### config.mk
export PLATFORM = sky130hd
export DESIGN_NAME = modeline_addr_gen
export DESIGN_NICKNAME = d
export VERILOG_FILES = /design/src/rtl/mla_pkg.sv /design/src/rtl/mla_window.sv /design/src/rtl/mla_ptr.sv /design/src/rtl/mla_linecnt.sv /design/src/rtl/mla_addr_mux.sv /design/src/rtl/modeline_addr_gen.sv
export SDC_FILE = /design/constraint.sdc
export NUM_CORES = 1
export LEC_CHECK = 0
export BUFFER_PORTS_ARGS = -buffer_cell sky130_fd_sc_hd__buf_2
export CAP_MARGIN = 20
export CORE_MARGIN = 3
export CORE_UTILIZATION = 57
export CTS_CLUSTER_DIAMETER = 50
export DETAILED_ROUTE_END_ITERATION = 10
export GPL_TIMING_DRIVEN = 0
export PLACE_DENSITY = 0.86
export SYNTH_ARGS = -nofsm -noshare
export SYNTH_HDL_FRONTEND = slang
export SYNTH_SLANG_ARGS = --single-unit
### constraint.sdc
create_clock -name clk -period 3.25 [get_ports clk]
set_input_delay 0.4875 -clock clk [delete_from_list [all_inputs] [get_ports clk]]
set_output_delay 0.4875 -clock clk [all_outputs]
set_load 0.02 [all_outputs]
### src/rtl/mla_pkg.sv
package mla_pkg;

  // Mode field codes (parameter bits 3..1).
  typedef enum logic [2:0] {
    VM_SYNC    = 3'b000,
    VM_BITMAP  = 3'b001,
    VM_CELL    = 3'b010,
    VM_GLY256  = 3'b011,
    VM_GLY128  = 3'b100,
    VM_GLY64   = 3'b101,
    VM_RSVD    = 3'b110,
    VM_HALFBMP = 3'b111
  } vmode_e;

  function automatic logic is_glyph(vmode_e m);
    return (m == VM_GLY256) || (m == VM_GLY128) || (m == VM_GLY64);
  endfunction

endpackage

### src/rtl/mla_window.sv
module mla_window #(
  parameter int IW    = 6,
  parameter int FIRST = 8,
  parameter int LAST  = 53
) (
  input  logic [IW-1:0] idx,
  input  logic [IW-1:0] lmarg,
  input  logic [IW-1:0] rmarg,
  output logic          in_margin,
  output logic          in_zone
);
  localparam logic [IW-1:0] FIRST_V = IW'(FIRST);
  localparam logic [IW-1:0] LAST_V  = IW'(LAST);

  always_comb begin
    in_margin = (idx >= lmarg) && (idx < rmarg);
    in_zone   = (idx >= FIRST_V) && (idx <= LAST_V);
  end
endmodule

### src/rtl/mla_ptr.sv
module mla_ptr #(
  parameter int AW = 16
) (
  input  logic          clk,
  input  logic          rst_n,
  input  logic          load,
  input  logic [AW-1:0] load_a,
  input  logic [AW-1:0] load_b,
  input  logic [AW-1:0] base_a,
  input  logic [AW-1:0] base_b,
  input  logic          reload_a,
  input  logic          reload_b,
  input  logic          line_bump_b,
  input  logic          adv_en,
  input  logic [1:0]    step_a,
  input  logic          step_b,
  output logic [AW-1:0] ptr_a,
  output logic [AW-1:0] ptr_b
);
  logic [AW-1:0] ptr_a_d, ptr_b_d;
  logic          ptr_we;

  always_comb begin
    ptr_a_d = ptr_a;
    ptr_b_d = ptr_b;
    if (load) begin
      ptr_a_d = load_a;
      ptr_b_d = load_b;
    end else begin
      if (reload_a)      ptr_a_d = base_a;
      else if (adv_en)   ptr_a_d = ptr_a + AW'(step_a);
      if (reload_b)                ptr_b_d = base_b;
      else if (line_bump_b)        ptr_b_d = ptr_b + AW'(1);
      else if (adv_en && step_b)   ptr_b_d = ptr_b + AW'(1);
    end
    ptr_we = load | reload_a | reload_b | line_bump_b | adv_en;
  end

  always_ff @(posedge clk or negedge rst_n) begin
    if (!rst_n) begin
      ptr_a <= '0;
      ptr_b <= '0;
    end else if (ptr_we) begin
      ptr_a <= ptr_a_d;
      ptr_b <= ptr_b_d;
    end
  end
endmodule

### src/rtl/mla_linecnt.sv
module mla_linecnt #(
  parameter int CW = 8
) (
  input  logic          clk,
  input  logic          rst_n,
  input  logic          load,
  input  logic [CW-1:0] init,
  input  logic          line_done,
  output logic          end_pulse
);
  logic [CW-1:0] cnt, cnt_d;
  logic          end_d;

  always_comb begin
    cnt_d = cnt;
    if (load)           cnt_d = init;
    else if (line_done) cnt_d = cnt + CW'(1);
    end_d = !load && line_done && (cnt == {CW{1'b1}});
  end

  always_ff @(posedge clk or negedge rst_n) begin
    if (!rst_n) begin
      cnt       <= '0;
      end_pulse <= 1'b0;
    end else begin
      if (load || line_done) cnt <= cnt_d;
      end_pulse <= end_d;
    end
  end
endmodule

### src/rtl/mla_addr_mux.sv
module mla_addr_mux
  import mla_pkg::*;
#(
  parameter int AW = 16
) (
  input  vmode_e        mode,
  input  logic [AW-1:0] ptr_a,
  input  logic [AW-1:0] ptr_b,
  input  logic [7:0]    idx_byte,
  output logic [AW-1:0] addr_a,
  output logic [AW-1:0] addr_b
);
  always_comb begin
    addr_a = ptr_a;
    case (mode)
      VM_BITMAP: addr_b = ptr_a + AW'(1);
      VM_CELL:   addr_b = ptr_b;
      VM_GLY256: addr_b = {ptr_b[AW-9:0], idx_byte};
      VM_GLY128: addr_b = {ptr_b[AW-8:0], idx_byte[6:0]};
      VM_GLY64:  addr_b = {ptr_b[AW-7:0], idx_byte[5:0]};
      default:   addr_b = ptr_a;
    endcase
  end
endmodule

### src/rtl/modeline_addr_gen.sv
module modeline_addr_gen
  import mla_pkg::*;
#(
  parameter int AW          = 16,
  parameter int LINE_CYCLES = 57,
  parameter int HEAD_CYCLES = 8,
  parameter int TAIL_CYCLES = 3,
  parameter int CNT_W       = 8
) (
  input  logic                           clk,
  input  logic                           rst_n,
  input  logic                           prm_load,
  input  logic [CNT_W-1:0]               prm_count,
  input  logic [4:1]                     prm_mode,
  input  logic [$clog2(LINE_CYCLES)-1:0] prm_lmarg,
  input  logic [$clog2(LINE_CYCLES)-1:0] prm_rmarg,
  input  logic [AW-1:0]                  prm_ptr_a,
  input  logic [AW-1:0]                  prm_ptr_b,
  input  logic                           mc_tick,
  input  logic [$clog2(LINE_CYCLES)-1:0] mc_index,
  input  logic [7:0]                     idx_byte,
  output logic [AW-1:0]                  fa_addr,
  output logic [AW-1:0]                  fb_addr,
  output logic                           fa_en,
  output logic                           fb_en,
  output logic                           sync_win,
  output logic                           ml_end
);
  localparam int IW        = $clog2(LINE_CYCLES);
  localparam int FIRST_CYC = HEAD_CYCLES;
  localparam int LAST_CYC  = LINE_CYCLES - TAIL_CYCLES - 1;
  localparam logic [IW-1:0] END_IDX = IW'(LINE_CYCLES - 1);

  // reset: asserted asynchronously, released on the clock
  logic rst_meta, rst_sync;
  always_ff @(posedge clk or negedge rst_n) begin
    if (!rst_n) {rst_sync, rst_meta} <= 2'b00;
    else        {rst_sync, rst_meta} <= {rst_meta, 1'b1};
  end

  // modeline parameter holding registers
  vmode_e        mode_q;
  logic          cont_q;
  logic [IW-1:0] lm_q, rm_q;
  logic [AW-1:0] base_a_q, base_b_q;

  always_ff @(posedge clk or negedge rst_sync) begin
    if (!rst_sync) begin
      mode_q   <= VM_SYNC;
      cont_q   <= 1'b1;
      lm_q     <= '0;
      rm_q     <= '0;
      base_a_q <= '0;
      base_b_q <= '0;
    end else if (prm_load) begin
      mode_q   <= vmode_e'(prm_mode[3:1]);
      cont_q   <= prm_mode[4];
      lm_q     <= prm_lmarg;
      rm_q     <= prm_rmarg;
      base_a_q <= prm_ptr_a;
      base_b_q <= prm_ptr_b;
    end
  end

  // cycle position decode
  logic in_margin, in_zone, active, line_start, line_last;

  mla_window #(.IW(IW), .FIRST(FIRST_CYC), .LAST(LAST_CYC)) u_win (
    .idx       (mc_index),
    .lmarg     (lm_q),
    .rmarg     (rm_q),
    .in_margin (in_margin),
    .in_zone   (in_zone)
  );

  // mode-dependent control
  logic       md_bitmap, md_half, md_cell, md_glyph, md_sync;
  logic       fetch_a, fetch_b, adv_en;
  logic       reload_a, reload_b, line_bump_b;
  logic [1:0] step_a;

  always_comb begin
    active      = in_margin && in_zone;
    line_start  = mc_tick && (mc_index == '0);
    line_last   = mc_tick && (mc_index == END_IDX);
    md_bitmap   = (mode_q == VM_BITMAP);
    md_half     = (mode_q == VM_HALFBMP);
    md_cell     = (mode_q == VM_CELL);
    md_glyph    = is_glyph(mode_q);
    md_sync     = (mode_q == VM_SYNC);
    fetch_a     = active && (md_bitmap || md_half || md_cell || md_glyph);
    fetch_b     = active && (md_bitmap || md_cell || md_glyph);
    step_a      = md_bitmap ? 2'd2 : (fetch_a ? 2'd1 : 2'd0);
    adv_en      = mc_tick && fetch_a;
    reload_a    = line_start && (!cont_q || md_cell || md_glyph);
    reload_b    = line_start && !cont_q;
    line_bump_b = line_start && cont_q && md_glyph;
  end

  logic [AW-1:0] ptr_a, ptr_b;

  mla_ptr #(.AW(AW)) u_ptr (
    .clk         (clk),
    .rst_n       (rst_sync),
    .load        (prm_load),
    .load_a      (prm_ptr_a),
    .load_b      (prm_ptr_b),
    .base_a      (base_a_q),
    .base_b      (base_b_q),
    .reload_a    (reload_a),
    .reload_b    (reload_b),
    .line_bump_b (line_bump_b),
    .adv_en      (adv_en),
    .step_a      (step_a),
    .step_b      (md_cell),
    .ptr_a       (ptr_a),
    .ptr_b       (ptr_b)
  );

  mla_linecnt #(.CW(CNT_W)) u_cnt (
    .clk       (clk),
    .rst_n     (rst_sync),
    .load      (prm_load),
    .init      (prm_count),
    .line_done (line_last),
    .end_pulse (ml_end)
  );

  mla_addr_mux #(.AW(AW)) u_mux (
    .mode     (mode_q),
    .ptr_a    (ptr_a),
    .ptr_b    (ptr_b),
    .idx_byte (idx_byte),
    .addr_a   (fa_addr),
    .addr_b   (fb_addr)
  );

  always_comb begin
    fa_en    = fetch_a;
    fb_en    = fetch_b;
    sync_win = md_sync && in_margin;
  end
endmodule

## After elaboration in Yosys (flattened, before gate mapping)

Cells that the tools add are included.
Widths: inputs -> output; s select.

| storage, ports and cells | value |
|---|---|
| logic and storage cells | 80 |
| register bits after elaboration | 91 |
| bits of input ports | 74 |
| output and inout port bits | 36 |

| cells by class | value |
|---|---|
| reductions and logical operators | 36 |
| eq/ne operators | 8 |
| $lt $le $gt $ge | 4 |
| mux-type cells | 12 |
| $add $sub $neg | 4 |
| bitwise operators | 4 |

Operators by type and width:

| cell | count |
|---|---|
| $mux 16 | 7 |
| $pmux 16 s5 | 1 |
| $add 16x1->16 const B | 2 |
| $add 16x2->16 | 1 |
| $logic_and 1x1->1 | 16 |
| $mux 8 | 2 |
| $logic_or 1x1->1 | 10 |
| $eq 3x3->1 const B | 3 |
| $add 8x1->8 const B | 1 |
| $eq 8x8->1 const B | 1 |
| $eq 3x2->1 const B | 2 |
| $eq 6x6->1 const B | 1 |
| $ge 6x4->1 const B | 1 |
| $ge 6x6->1 | 1 |
| $le 6x6->1 const B | 1 |
| $logic_not 6->1 | 1 |
| $lt 6x6->1 | 1 |
| $reduce_and 2->1 | 3 |
| $or 1x1->1 | 4 |
| $reduce_bool 4->1 | 1 |
| $eq 3x1->1 const B | 1 |
| $logic_not 3->1 | 1 |
| $reduce_bool 3->1 | 1 |
| $logic_not 1->1 | 2 |
| 3 further kinds | 3 |

## Logic depth before layout (Yosys ltp)

Gate-level depths: netlist (run 1).

| logic depth | value |
|---|---|
| depth in word-level cells | 11 |
| depth in mapped cells | 16 |
| gate-level depth less buffers | 16 |

## Hierarchy

From an unflattened synthesis (run 1), not the netlist that was laid out.

| unflattened totals | value |
|---|---|
| cell total of the unflattened synthesis | 711 |
| area, all modules | 6505.0 um^2 |

By module, submodules not included:

| module | seq. area each (um^2) | instances | area each (um^2) | cells each |
|---|---|---|---|---|
| mla_ptr | 800.8 | 1 | 2392.3 | 293 |
| modeline_addr_gen | 1252.5 | 1 | 1986.9 | 129 |
| mla_addr_mux | 0.0 | 1 | 1343.8 | 197 |
| mla_linecnt | 225.2 | 1 | 490.5 | 52 |
| mla_window | 0.0 | 1 | 291.5 | 40 |

## Worst setup path before layout (run 1)

Ideal clock, no wire load.

| timing path | value |
|---|---|
| path type | input to register |
| start point | in mc_index[0] |
| end point | reg u_ptr.ptr_a[12] |
| buffers on the path | 0 |
| data required time | 3182 ps |
| arrival | 3343 ps |
| setup time | 68 ps |
| cell stages on the path | 16 |
| setup slack | -160 ps |
| cell sequence | inv_1 > ha_1 > nand2b_1 > a21oi_1 > o221a_2 > or3_1 > nor3_1 > ha_1 > inv_1 > fa_1 > nand3b_1 > or2_2 > nor4_1 > a21oi_1 > o21ai_0 > a32o_1 |

| between the ends | value |
|---|---|
| longest elaborated chain between the ends | 10 |
| elaborated cells on any way between the ends | 27 |
| classes of those cells | add/sub (1); order compare (4); mux (5); bitwise (4); reduce/logical (13) |

RTL lines:

| what | RTL line | text |
|---|---|---|
| from (decl) | modeline_addr_gen.sv:20 | `input logic [$clog2(LINE_CYCLES)-1:0] mc_index,` |
| $ge 6x6->1 (tied with other cells) | mla_window.sv:16 | `in_margin = (idx >= lmarg) && (idx < rmarg);` |
| $logic_and 1x1->1 (on tied branches) | mla_window.sv:16, mla_window.sv:17 |  |
| $logic_and 1x1->1 | modeline_addr_gen.sv:83 | `active = in_margin && in_zone;` |
| $logic_and 1x1->1 | modeline_addr_gen.sv:91 | `fetch_a = active && (md_bitmap \|\| md_half \|\| md_cell \|\| md_glyph);` |
| $mux 1 | modeline_addr_gen.sv:93 | `step_a = md_bitmap ? 2'd2 : (fetch_a ? 2'd1 : 2'd0);` |
| $mux 2 | modeline_addr_gen.sv:93 |  |
| $add 16x2->16 | mla_ptr.sv:31 | `else if (adv_en) ptr_a_d = ptr_a + AW'(step_a);` |
| $mux 16 | mla_ptr.sv:31 |  |
| $mux 16 | mla_ptr.sv:30 | `if (reload_a) ptr_a_d = base_a;` |
| $mux 16 | mla_ptr.sv:26 | `if (load) begin` |
| to (signal assigned) | mla_ptr.sv:44 | `ptr_a <= ptr_a_d;` |
| to (decl) | mla_ptr.sv:17 | `output logic [AW-1:0] ptr_a,` |

Several ways; a longest one is shown, not always the timed one. The select of a mux whose other input is x is not followed.
A chain may end at the register's enable or synchronous reset.

## Final worst setup path (run 1)

| timing path | value |
|---|---|
| start point | reg lm_q[0] |
| end point | reg u_ptr.ptr_a[6] |

| between the ends | value |
|---|---|
| longest elaborated chain between the ends | 10 |
| elaborated cells on any way between the ends | 14 |
| classes of those cells | add/sub (1); order compare (1); mux (5); bitwise (1); reduce/logical (6) |

RTL lines:

| what | RTL line | text |
|---|---|---|
| from (decl) | modeline_addr_gen.sv:44 | `logic [IW-1:0] lm_q, rm_q;` |
| from (signal assigned) | modeline_addr_gen.sv:58 | `lm_q <= prm_lmarg;` |
| $ge 6x6->1 (*) | mla_window.sv:16 |  |
| $logic_and 1x1->1 (*) | mla_window.sv:16 |  |
| $logic_and 1x1->1 (*) | modeline_addr_gen.sv:83 |  |
| $logic_and 1x1->1 (*) | modeline_addr_gen.sv:91 |  |
| $mux 1 | modeline_addr_gen.sv:93 |  |
| $mux 2 | modeline_addr_gen.sv:93 |  |
| $add 16x2->16 | mla_ptr.sv:31 |  |
| $mux 16 | mla_ptr.sv:31 |  |
| $mux 16 | mla_ptr.sv:30 |  |
| $mux 16 | mla_ptr.sv:26 |  |

Mark *: on every way between the ends. The rest lies on a longest branch, timed or not. The select of a mux whose other input is x is not followed.

==> results of run 1 <==
cell usage after synthesis, types with 6 or more instances:
cell type | n | share of area
a21oi_1 | 43 | 0.035
and3_1 | 6 | 0.0061
buf_1 | 6 | 0.0037
buf_2 | 8 | 0.0065
clkbuf_1 | 29 | 0.018
dfrtp_1 | 90 | 0.37
ha_1 | 16 | 0.033
inv_1 | 46 | 0.028
mux2_2 | 29 | 0.053
mux2i_1 | 22 | 0.036
nand2_1 | 98 | 0.060
nand2b_1 | 6 | 0.0061
nand3_1 | 19 | 0.016
nand4_1 | 15 | 0.015
nor2_1 | 37 | 0.023
nor3_1 | 16 | 0.013
nor4_1 | 8 | 0.0082
o211ai_1 | 6 | 0.0074
o21ai_0 | 89 | 0.073
o221ai_1 | 6 | 0.0086
o22ai_1 | 8 | 0.0082
xnor2_1 | 14 | 0.020
xor2_1 | 11 | 0.016
power groups by stage:
stage	clock network [W]	logic (W)	registers (W)
after global routing	0.000929	0.00136	0.00147
after detailed placement	0	0.00121	0.00144
final	0.000869	0.00125	0.00145
after global placement	0	0.00115	0.00144
after floorplan	0	0.000789	0.00145
after CTS	0.000881	0.00122	0.00143
repair_timing:
item | CTS | global route
pin swaps | 4 | 6
buffers inserted | 8 | 2
hold buffers | 1 | 0
cloned | 0 | 0
hold endpoints to repair | 2 | 0
endpoints found under the setup margin | 12 | 16
gates resized for setup | 20 | 11
per-layer routing:
metal / vias up / part of all wire / global-route usage
met4: 0 / 0.045 / 0.1523
met2: 373 / 0.45 / 0.5222
met3: 74 / 0.10 / 0.07340
met5: - / 0 / 0
li1: 2819 / - / -
met1: 2974 / 0.41 / 0.4696
cells in the final DEF (no fill, tap or decap), types with 19 or more instances in the layout:
master / n
o21ai_0: 83
clkbuf_1: 25
mux2i_1: 22
nand2_1: 97
mux2_2: 27
dfrtp_1: 88
buf_2: 117
inv_1: 45
nor2_1: 32
nand3_1: 19
a21oi_1: 39
how the worst max path moves through the flow:
| stage | from | end | slack [ns] | depth (start not counted) |
|---|---|---|---|---|
| floorplan | mc_index[0] | u_ptr.ptr_a[12]$_DFFE_PN0P_ | -0.01 | 16 |
| global placement | mc_index[1] | u_ptr.ptr_a[8]$_DFFE_PN0P_ | -0.54 | 15 |
| finish | lm_q[0]$_DFFE_PN0P_ | u_ptr.ptr_a[6]$_DFFE_PN0P_ | -0.19 | 16 |
| CTS | lm_q[0]$_DFFE_PN0P_ | u_ptr.ptr_a[12]$_DFFE_PN0P_ | -0.04 | 16 |
| global route | lm_q[0]$_DFFE_PN0P_ | u_ptr.ptr_a[4]$_DFFE_PN0P_ | -0.29 | 16 |
| detailed placement | mc_index[1] | u_ptr.ptr_a[8]$_DFFE_PN0P_ | -0.59 | 15 |
kinds of logic (layout without fill, tap and decap cells):
family                   after synthesis  in the layout  share of synthesized area
AND/OR/NAND/NOR                      236            236                     0.1886
AO/OA/AOI/OAI                        202            202                     0.2041
buffers and inverters                 93            226                    0.06293
flip-flops                            91             91                     0.3721
multiplexers                          54             54                    0.09726
XOR/XNOR                              26             26                    0.03842
adder cells (fa/ha/maj)               17             17                    0.03596
other                                  1              1                  0.0006124
worst max-delay path: stages (launching register included):
cell      delay (ns)
dfrtp_1         0.39
ha_1            0.27
nand2b_4        0.12
a21oi_2         0.05
o221a_2         0.29
or3_4           0.34
nor3_2          0.12
ha_2            0.21
inv_2           0.04
fa_2            0.33
nand3b_1        0.21
buf_6           0.18
buf_4           0.13
nor2_2          0.10
xor2_1          0.29
o21ai_2         0.11
a31oi_1         0.17
registers in the layout, indices dropped and copies added, names as in the netlist, 3 cells and up:
name	cells
u_ptr.ptr_b	16
mode_q	3
lm_q	6
u_cnt.cnt	8
u_ptr.ptr_a	16
base_b_q	16
base_a_q	16
rm_q	6
layout make-up:
cell class / instances / area, um^2
sequential: 91 / 2283
fill: 831 / 3112
inverter: 46 / 172.7
timing repair buffer: 120 / 656.9
clock buffer: 10 / 127.6
clock inverter: 6 / 88.84
multi-input combinational: 536 / 3553
tap: 136 / 170.2
buffer: 44 / 205.2
per-stage QoR:
| stage | instances | utilization | TNS, ns |
|---|---|---|---|
| CTS | 989 | 0.6963 | -0.08236 |
| detailed placement | 965 | 0.6637 | -3.786 |
| finish | 989 | 0.6999 | -0.5038 |
| global placement | 964 | 0.6607 | -45.83 |
| global route | 989 | 0.6999 | -1.729 |
| floorplan | 720 | - | -0.01073 |
==> key figures, run 1 <==
CTS
  – Clk slew on worst S/H paths: ~0.09 ns
  – Num CTS Buffers: 9
  – CTS tree: yes
  – CTS sink cnt: between 90 and 100
  – Clk buf depth: 2
  – Clk_lat worst skew: between 0.3 and 0.4 ns
  – H-tree depth: 3
  – CTS Root Cell: clkbuf_8

GRT
  – First-pass GRT wire length: between 30 and 40 mm
  – Vias in the first global route: 5980
  – Initial antenna violation count: 0
  – GRT Util Overall: 0.3428
  – Pin count of the biggest net entering global routing: 57
  – GRT overflow: 0

Power and ir drop
  – Peak supply drop: between 0.0004 and 0.0005 V
  – Clock power share: 0.243
  – Net Sw Power: between 0.001 and 0.0015 W
  – Switching fraction of total power: 0.3816
  – Sequential power share: 0.407
  – Comb pwr share: 0.350
  – Pwr Total: 0.003573 W
  – Pwr Density: 492.2 mW/mm^2
  – P_leak: 3.251 nW
  – P_int: 0.002209 W

Setup path
  – Reg2reg start: lm_q[0]$_DFFE_PN0P_
  – Worst Setup End Kind: flip-flop
  – Worst R2R Path Depth: 16
  – Required @ worst endpoint: approximately 3.6 ns
  – Type of origin of the critical path: flip-flop
  – Crit Path Max Fanout: 4
  – R2R setup slack: -0.19 ns
  – Crit path kind: reg -> reg
  – Crit path DAT: around 3.8 ns
  – End of the worst register-to-register path: u_ptr.ptr_a[6]$_DFFE_PN0P_

Routing
  – Via count: about 6200
  – Drt first-iter violations: 596
  – Routed len/inst: between 20 and 25 um
  – Via density: 6.309
  – First-pass DRT Iterations: 7
  – Residual DRC: 0
  – Total wire length: 19.99 mm
  – DRT antenna net count: 0

Final layout
  – N_diodes: 0
  – Post-route cell area: around 0.0073 mm^2
  – Share of cells above drive strength 1: 0.2603
  – P&R area growth vs syn: 18.53%
  – Nets: roughly 940

Logic synthesis
  – Synthesis Warnings: 0
  – Mapped cell area: 0.006123 mm^2
  – Seq/Total Area, Yosys: 0.3721
  – Cell variety after synth: 76
  – Synth Instances: about 700
  – Mean area per synthesized cell: about 8.5 um^2
  – Post-synth EDFFs: 0
  – Async set-reset flop share out of synthesis: 1.000
  – Top_reg_cell synth: dfrtp_1
  – Syn_nets: 811
  – Synth Register Bits: just over 90

Timing
  – Setup ws final: -0.1875 ns
  – Final critical-path required period: approximately 3.4 ns
  – Tcrit/Tclk final: 1.058
  – Setup repair after global routing missed its margin: true
  – Hold Fails Final Rpt: 0
  – Relative slew slack: 0.4699
  – Actual slew at the worst max-slew pin: around 0.79 ns
  – Final Setup Violations: 6
  – Hold slack: about 0.3 ns
  – Clock Skew: 0.009706 ns
  – FMAX: ~0.29 GHz
  – Final Slew Violations: 0

Place
  – Worst slack, placed: -0.5902 ns
  – Port bufs: 108
  – Dpl hpwl: between 10 and 15 mm
  – Placed Area: a little under 0.007 mm^2
  – Routability congestion estimate: approximately 1.0

Die
  – Starting Density: 0.5905
  – Die width: between 100 and 150 um
  – CORE AREA: roughly 0.010 mm^2
  – Die height: about 110 um
  – Row count: 37
  – Num ports: 110
  – Die ar.: roughly 0.012 mm^2

Status
  – Failing checks: negative setup slack
  – Status: complete, but fails checks

Min path
  – Tightest Hold Check Type: reg -> async

Flow run
  – Max-capacitance violation count: 0
Power figures use the tool's default switching activity.
==> inputs of run 2 (changes only) <==
- RECOVER_POWER: not set -> 100
==> key figures, run 2 (synthesized netlist as in run 1, its figures left out) <==
Final layout
  – Nets: approximately 940
  – Fin cells: 989
  – Share of cells above drive strength 1: 0.2485
  – N_diodes: 0
  – Storage cell area: ~0.0023 mm^2
  – Multi-input gate area: about 0.0036 mm^2
  – Fillers: 840
  – Post-route cell area: about 0.0072 mm^2
  – Fin util: 0.6965
  – Commonest non-fill, non-tap cell in the layout: buf_2
  – P&R area growth vs syn: 17.96%
  – Most frequent cells in the layout: 107 x buf_2, 97 x nand2_1, 88 x dfrtp_1, 83 x o21ai_0, 45 x inv_1

Routing
  – Routed len/inst: around 20 um
  – Total wire length: 20.01 mm
  – DRT antenna net count: 0
  – Residual DRC: 0
  – Via count: 6280
  – Via density: approximately 6.3
  – Drt first-iter violations: ~700
  – First-pass DRT Iterations: 5

GRT
  – GRT overflow: 0
  – Pin count of the biggest net entering global routing: 57
  – Initial antenna violation count: 0
  – First-pass GRT wire length: 31.19 mm
  – Vias in the first global route: between 5000 and 6000
  – GRT Util Overall: 0.3428

Power and ir drop
  – Peak supply drop: around 0.00043 V
  – Pwr Density: around 490 mW/mm^2
  – P_leak: between 3 and 4 nW
  – Pwr Total: 0.003567 W

CTS
  – CTS tree: yes
  – CTS Root Cell: clkbuf_8
  – Clk_lat worst skew: between 0.3 and 0.4 ns
  – Clk buf depth: 2
  – Clk slew on worst S/H paths: roughly 0.09 ns
  – CTS sink cnt: between 90 and 100
  – H-tree depth: 3
  – Num CTS Buffers: 9

Setup path
  – R2R setup slack: -0.16 ns
  – Crit path max-delay cell type: dfrtp_1
  – Reg2reg start: lm_q[0]$_DFFE_PN0P_
  – End of the worst register-to-register path: u_ptr.ptr_a[12]$_DFFE_PN0P_
  – Crit Path Max Fanout: 4
  – Buf+Inv Stages, Crit Path: 2
  – Crit path DAT: ~3.7 ns
  – Required @ worst endpoint: ~3.6 ns
  – Family with the most delay on the worst path: simple AND/OR/NAND/NOR gates
  – Worst Setup End Kind: flip-flop
  – Worst R2R Path Depth: 16
  – Crit path kind: reg -> reg
  – Type of origin of the critical path: flip-flop
  – Worst-path cell chain: ha_1 -> nand2b_4 -> a21oi_2 -> o221a_2 -> or3_4 -> nor3_2 -> ha_2 -> inv_2 -> fa_2 -> nand3b_1 -> buf_6 -> or2_4 -> nor4_2 -> a21oi_1 -> o21ai_1 -> a32o_1
  – Maximum single-stage delay on the critical path: between 0.3 and 0.4 ns

Timing
  – Tcrit/Tclk final: 1.050
  – FMAX: approximately 0.3 GHz
  – Total negative slack: -0.5483 ns
  – Hold Fails Final Rpt: 0
  – Setup repair after global routing missed its margin: true
  – Final Slew Violations: 0
  – Actual slew at the worst max-slew pin: between 1 and 1.5 ns
  – Final critical-path required period: between 3 and 4 ns
  – Setup ws final: -0.1613 ns
  – Final Setup Violations: 7
  – Clock Skew: around 0.0099 ns
  – Relative slew slack: 0.07401

Min path
  – Tightest Hold Check Type: reg -> async

Status
  – Status: complete, but fails checks
  – Failing checks: negative setup slack

Die
  – Die height: 109.6 um
  – CORE AREA: slightly above 0.01 mm^2
  – Num ports: 110
  – Starting Density: 0.5905
  – Row count: 37
  – Die width: 109.6 um
  – Die ar.: roughly 0.012 mm^2

Place
  – Port bufs: roughly 110
  – Dpl hpwl: roughly 15 mm
  – Placed cells: 965
  – Placed Area: a little under 0.007 mm^2
  – Routability congestion estimate: about 1.0

Flow run
  – Max-capacitance violation count: 0
-- run 2: cell types whose count changed in the layout (fill, tap and decap cells not counted) --
cell / change
buf_16: -1
buf_1: -1
buf_2: -10
clkbuf_2: +1
clkbuf_1: +11
-- run 2: worst max path at each step --
stage                                   start  slack [ns]                     endpoint  cells after the start
after floorplan                   mc_index[0]       -0.01  u_ptr.ptr_a[12]$_DFFE_PN0P_                     16
after global placement            mc_index[1]       -0.54   u_ptr.ptr_a[8]$_DFFE_PN0P_                     15
after detailed placement          mc_index[1]       -0.59   u_ptr.ptr_a[8]$_DFFE_PN0P_                     15
after CTS                 lm_q[0]$_DFFE_PN0P_       -0.04  u_ptr.ptr_a[12]$_DFFE_PN0P_                     16
after global routing      lm_q[0]$_DFFE_PN0P_       -0.29   u_ptr.ptr_a[4]$_DFFE_PN0P_                     16
final                     lm_q[0]$_DFFE_PN0P_       -0.16  u_ptr.ptr_a[12]$_DFFE_PN0P_                     16
-- run 2: area by class of cell --
cell class,count,area share
buffer,44,0.02841
clock buffer,10,0.01767
clock inverter,6,0.01230
inverter,46,0.02390
multi-input combinational,536,0.4919
sequential,91,0.3161
tap,136,0.02356
timing repair buffer,120,0.08609
-- run 2: repair_timing --
action	in CTS	in global routing
hold endpoints to repair	2	0
setup endpoints to repair	12	16
resized for setup	20	11
hold buffers	1	0
pin swaps	4	6
buffers inserted	8	2
-- run 2: stage by stage --
stage / hold slack [ns] / setup WS [ns]
floorplan: 0.1919 / -0.01073
global placement: 0.2721 / -0.5410
detailed placement: 0.2738 / -0.5902
CTS: 0.2895 / -0.03830
global route: 0.3086 / -0.2925
finish: 0.2908 / -0.1613
-- run 2: worst reg2reg max path, delay by kind of cell (launching register included) --
kind	cells	cell delay [ns]
buffers and inverters	2	0.22
flip-flops	1	0.39
AO/OA/AOI/OAI	5	0.72
AND/OR/NAND/NOR	6	1.21
adder cells (fa/ha/maj)	3	0.81
-- run 2: power breakdown --
group / leakage, nW / switching [W] / internal [W]
combinational: 2.01 / 0.000748 / 0.000494
sequential: 1.10 / 0.000182 / 0.00127
clock: 0.103 / 0.000435 / 0.000435
total: 3.21 / 0.00136 / 0.00220
-- run 2: routing by layer --
| metal | GRT usage | up-vias | wire length, um |
|---|---|---|---|
| met2 | 0.5222 | 368 | 8966 |
| met5 | 0 | - | 0 |
| met3 | 0.07340 | 69 | 2088 |
| met1 | 0.4696 | 3015 | 8165 |
| li1 | - | 2828 | - |
| met4 | 0.1523 | 0 | 789 |
==> inputs of run 3 (changes only) <==
--- a/config.mk
+++ b/config.mk
@@ -10,3 +10,3 @@
 export CORE_MARGIN = 3
-export CORE_UTILIZATION = 57
+export CORE_UTILIZATION = 58
 export CTS_CLUSTER_DIAMETER = 50
@@ -14,3 +14,3 @@
 export GPL_TIMING_DRIVEN = 0
-export PLACE_DENSITY = 0.86
+export PLACE_DENSITY = 0.87
 export RECOVER_POWER = 100
@@ -18,2 +18,3 @@
 export SYNTH_HDL_FRONTEND = slang
+export SYNTH_HIERARCHICAL = 1
 export SYNTH_SLANG_ARGS = --single-unit
==> constraint.sdc (replaced) <==
create_clock -name clk -period 3.25 [get_ports clk]
set_input_delay 0.975 -clock clk [delete_from_list [all_inputs] [get_ports clk]]
set_output_delay 0.975 -clock clk [all_outputs]
set_load 0.02 [all_outputs]
==> key figures, run 3 <==
Routing
  – DRT antenna net count: 0
  – Drt first-iter violations: roughly 790
  – Via count: approximately 6500
  – First-pass DRT Iterations: 5
  – Routed len/inst: 20.64 um
  – Via density: about 6.5
  – Residual DRC: 0
  – Total wire length: around 21 mm

Logic synthesis
  – Synth Instances: slightly above 700
  – Synth Register Bits: between 90 and 100
  – Syn_nets: about 800
  – Cell variety after synth: 82
  – Seq/Total Area, Yosys: 0.3503
  – Top_reg_cell synth: dfrtp_1
  – Top cells by area, synth: dfrtp_1 35%, mux2_2 9.0%, nand2_1 3.4%
  – Count leader, synth: dfrtp_1
  – Commonest cells in the netlist: 90 x dfrtp_1, 59 x nand2_1, 52 x mux2_2, 42 x a21oi_1, 39 x o21ai_0
  – Largest area contributor in the netlist: dfrtp_1
  – Post-synth EDFFs: 0
  – Mean area per synthesized cell: between 9 and 10 um^2
  – Async set-reset flop share out of synthesis: 1.000
  – Synthesis Warnings: 6
  – Share of the synthesized area in the top cell type: 0.3462
  – Mapped cell area: around 0.0065 mm^2

GRT
  – GRT overflow: 0
  – GRT Util Overall: 0.3173
  – Initial antenna violation count: 0
  – First-pass GRT wire length: about 32 mm
  – Pin count of the biggest net entering global routing: between 70 and 80
  – Vias in the first global route: around 6400

Timing
  – Final Setup Violations: 21
  – Final Slew Violations: between 70 and 80
  – Final critical-path required period: ~3.7 ns
  – Setup ws final: -0.4572 ns
  – Hold Fails Final Rpt: 0
  – Relative slew slack: -0.1746
  – Tcrit/Tclk final: 1.141
  – Setup repair after global routing missed its margin: true
  – Clock Skew: roughly 0.012 ns
  – FMAX: between 0.2 and 0.3 GHz
  – Actual slew at the worst max-slew pin: between 1.5 and 2 ns

Setup path
  – Crit path max-delay cell type: fa_2
  – Crit path kind: in -> reg
  – Crit path DAT: approximately 4 ns
  – Worst Setup End Kind: flip-flop
  – Required @ worst endpoint: roughly 3.5 ns
  – Buf+Inv Stages, Crit Path: 2
  – Type of origin of the critical path: primary input
  – CP most frequent cell: a211oi_2
  – Maximum single-stage delay on the critical path: around 0.35 ns
  – Crit Path Max Fanout: 3
  – Worst-path cell chain: buf_12 -> ha_4 -> a21oi_4 -> nor2_2 -> a211oi_2 -> o311a_1 -> nand2_2 -> a211oi_2 -> ha_2 -> inv_2 -> fa_2 -> and4b_2 -> nor3b_4 -> nand3_1 -> xor2_1 -> o221ai_1
  – Family with the most delay on the worst path: compound AO/OA/AOI/OAI gates

CTS
  – Clk slew on worst S/H paths: roughly 0.1 ns
  – H-tree depth: 3
  – Clk_lat worst skew: around 0.37 ns
  – Num CTS Buffers: 9
  – CTS Root Cell: clkbuf_8
  – Clk buf depth: 2
  – CTS sink cnt: 91
  – CTS tree: yes

Final layout
  – Fillers: a little under 800
  – Post-route cell area: approximately 0.008 mm^2
  – Fin util: 0.7340
  – Most frequent cells in the layout: 108 x buf_2, 81 x dfrtp_1, 56 x nand2_1, 51 x mux2_2, 42 x buf_4
  – Nets: ~950
  – P&R area growth vs syn: 22.85%
  – Commonest non-fill, non-tap cell in the layout: buf_2
  – N_diodes: 0
  – Share of cells above drive strength 1: 0.3702

Die
  – Row count: 38
  – Num ports: 110
  – Die ar.: approximately 0.013 mm^2
  – Die height: 111.9 um
  – Die width: about 110 um
  – Starting Density: 0.5974
  – CORE AREA: around 0.011 mm^2

Flow run
  – Max-capacitance violation count: 1

Power and ir drop
  – Pwr Density: approximately 450 mW/mm^2
  – Peak supply drop: ~0.00034 V
  – P_leak: around 3.4 nW

Place
  – Dpl hpwl: about 14 mm
  – Port bufs: approximately 110
  – Placed Area: approximately 0.0073 mm^2
  – Routability congestion estimate: slightly below 1

Status
  – Status: complete, but fails checks
  – Failing checks: max-capacitance violations, max-slew violations, negative setup slack

Min path
  – Tightest Hold Check Type: reg -> async
-- run 3: cell count changes after synthesis, moves of 12 or more --
cell / delta
clkbuf_1: -18
mux2_2: +23
mux2i_1: -13
a22oi_1: +13
buf_4: +21
inv_1: -16
buf_2: +12
nand3_1: +12
o21ai_0: -50
nand2_1: -39
-- run 3: cell type report --
class / count / area (um^2) / share of cell area
Timing Repair Buffer: 132 / 775.7 / 0.09707
Tap cell: 140 / 175.2 / 0.02192
Multi-Input combinational cell: 532 / 4055 / 0.5074
Sequential cell: 91 / 2290 / 0.2865
Clock inverter: 3 / 68.82 / 0.008611
Buffer: 56 / 335.3 / 0.04196
Inverter: 32 / 122.6 / 0.01534
Clock buffer: 13 / 168.9 / 0.02114
-- run 3: metal layers --
| metal | track usage | part of all wire |
|---|---|---|
| met2 | 0.5320 | 0.48 |
| met1 | 0.3948 | 0.39 |
| met5 | 0 | 0 |
| met4 | 0.1436 | 0.040 |
| met3 | 0.06522 | 0.089 |
-- run 3: power by group --
part	leakage (nW)	switching, W	total (W)	internal (W)
Sequential	1.05	0.000221	0.00148	0.00126
Clock	0.120	0.000411	0.000909	0.000499
Combinational	2.20	0.000690	0.00124	0.000553
-- run 3: final timing paths --
| check | startpoint | to | slack [ns] | cells past startpoint |
|---|---|---|---|---|
| min in group clk | rst_meta$_DFF_PN0_ | rst_sync$_DFF_PN0_ | 0.36 | 0 |
| min reg2reg | rst_sync$_DFF_PN0_ | base_b_q[8]$_DFFE_PN0P_ | 0.32 | 0 |
| max reg2reg | rm_q[3]$_DFFE_PN0P_ | u_ptr/ptr_a[14]$_DFFE_PN0P_ | -0.23 | 16 |
| max in group asynchronous | rst_sync$_DFF_PN0_ | u_ptr/ptr_a[4]$_DFFE_PN0P_ | 0.60 | 1 |
| min | rst_sync$_DFF_PN0_ | base_b_q[8]$_DFFE_PN0P_ | 0.32 | 0 |
| max | mc_index[3] | u_ptr/ptr_a[14]$_DFFE_PN0P_ | -0.46 | 16 |
-- run 3: what timing repair did --
item,4_1_cts,5_1_grt
cloned,0,0
setup buffers,14,12
pin swaps,14,17
gates resized for setup,47,39
hold buffers,0,0
setup endpoints to repair,26,44
-- run 3: metrics by stage --
stage / std cells / hold slack (ns) / setup TNS (ns) / setup slack, ns / power, W
6_report: 999 / 0.3240 / -4.668 / -0.4572 / 0.003633
4_1_cts: 991 / 0.2178 / -1.364 / -0.2937 / 0.003534
2_1_floorplan: 711 / 0.3312 / -0.7792 / -0.3125 / 0.002193
3_3_place_gp: 960 / 0.3371 / -46.78 / -0.7410 / 0.002512
5_1_grt: 999 / 0.3576 / -6.746 / -0.5599 / 0.003800
3_5_place_dp: 961 / 0.2201 / -13.17 / -0.8589 / 0.002567
-- run 3: logic make-up after synthesis --
logic type,count (synthesis),share of synthesized area
AND/OR/NAND/NOR,243,0.2089
AO/OA/AOI/OAI,186,0.1962
flip-flops,91,0.3503
buffers and inverters,88,0.06982
multiplexers,63,0.1108
XOR/XNOR,22,0.02962
adder cells (fa/ha/maj),17,0.03385
other,1,0.0005765
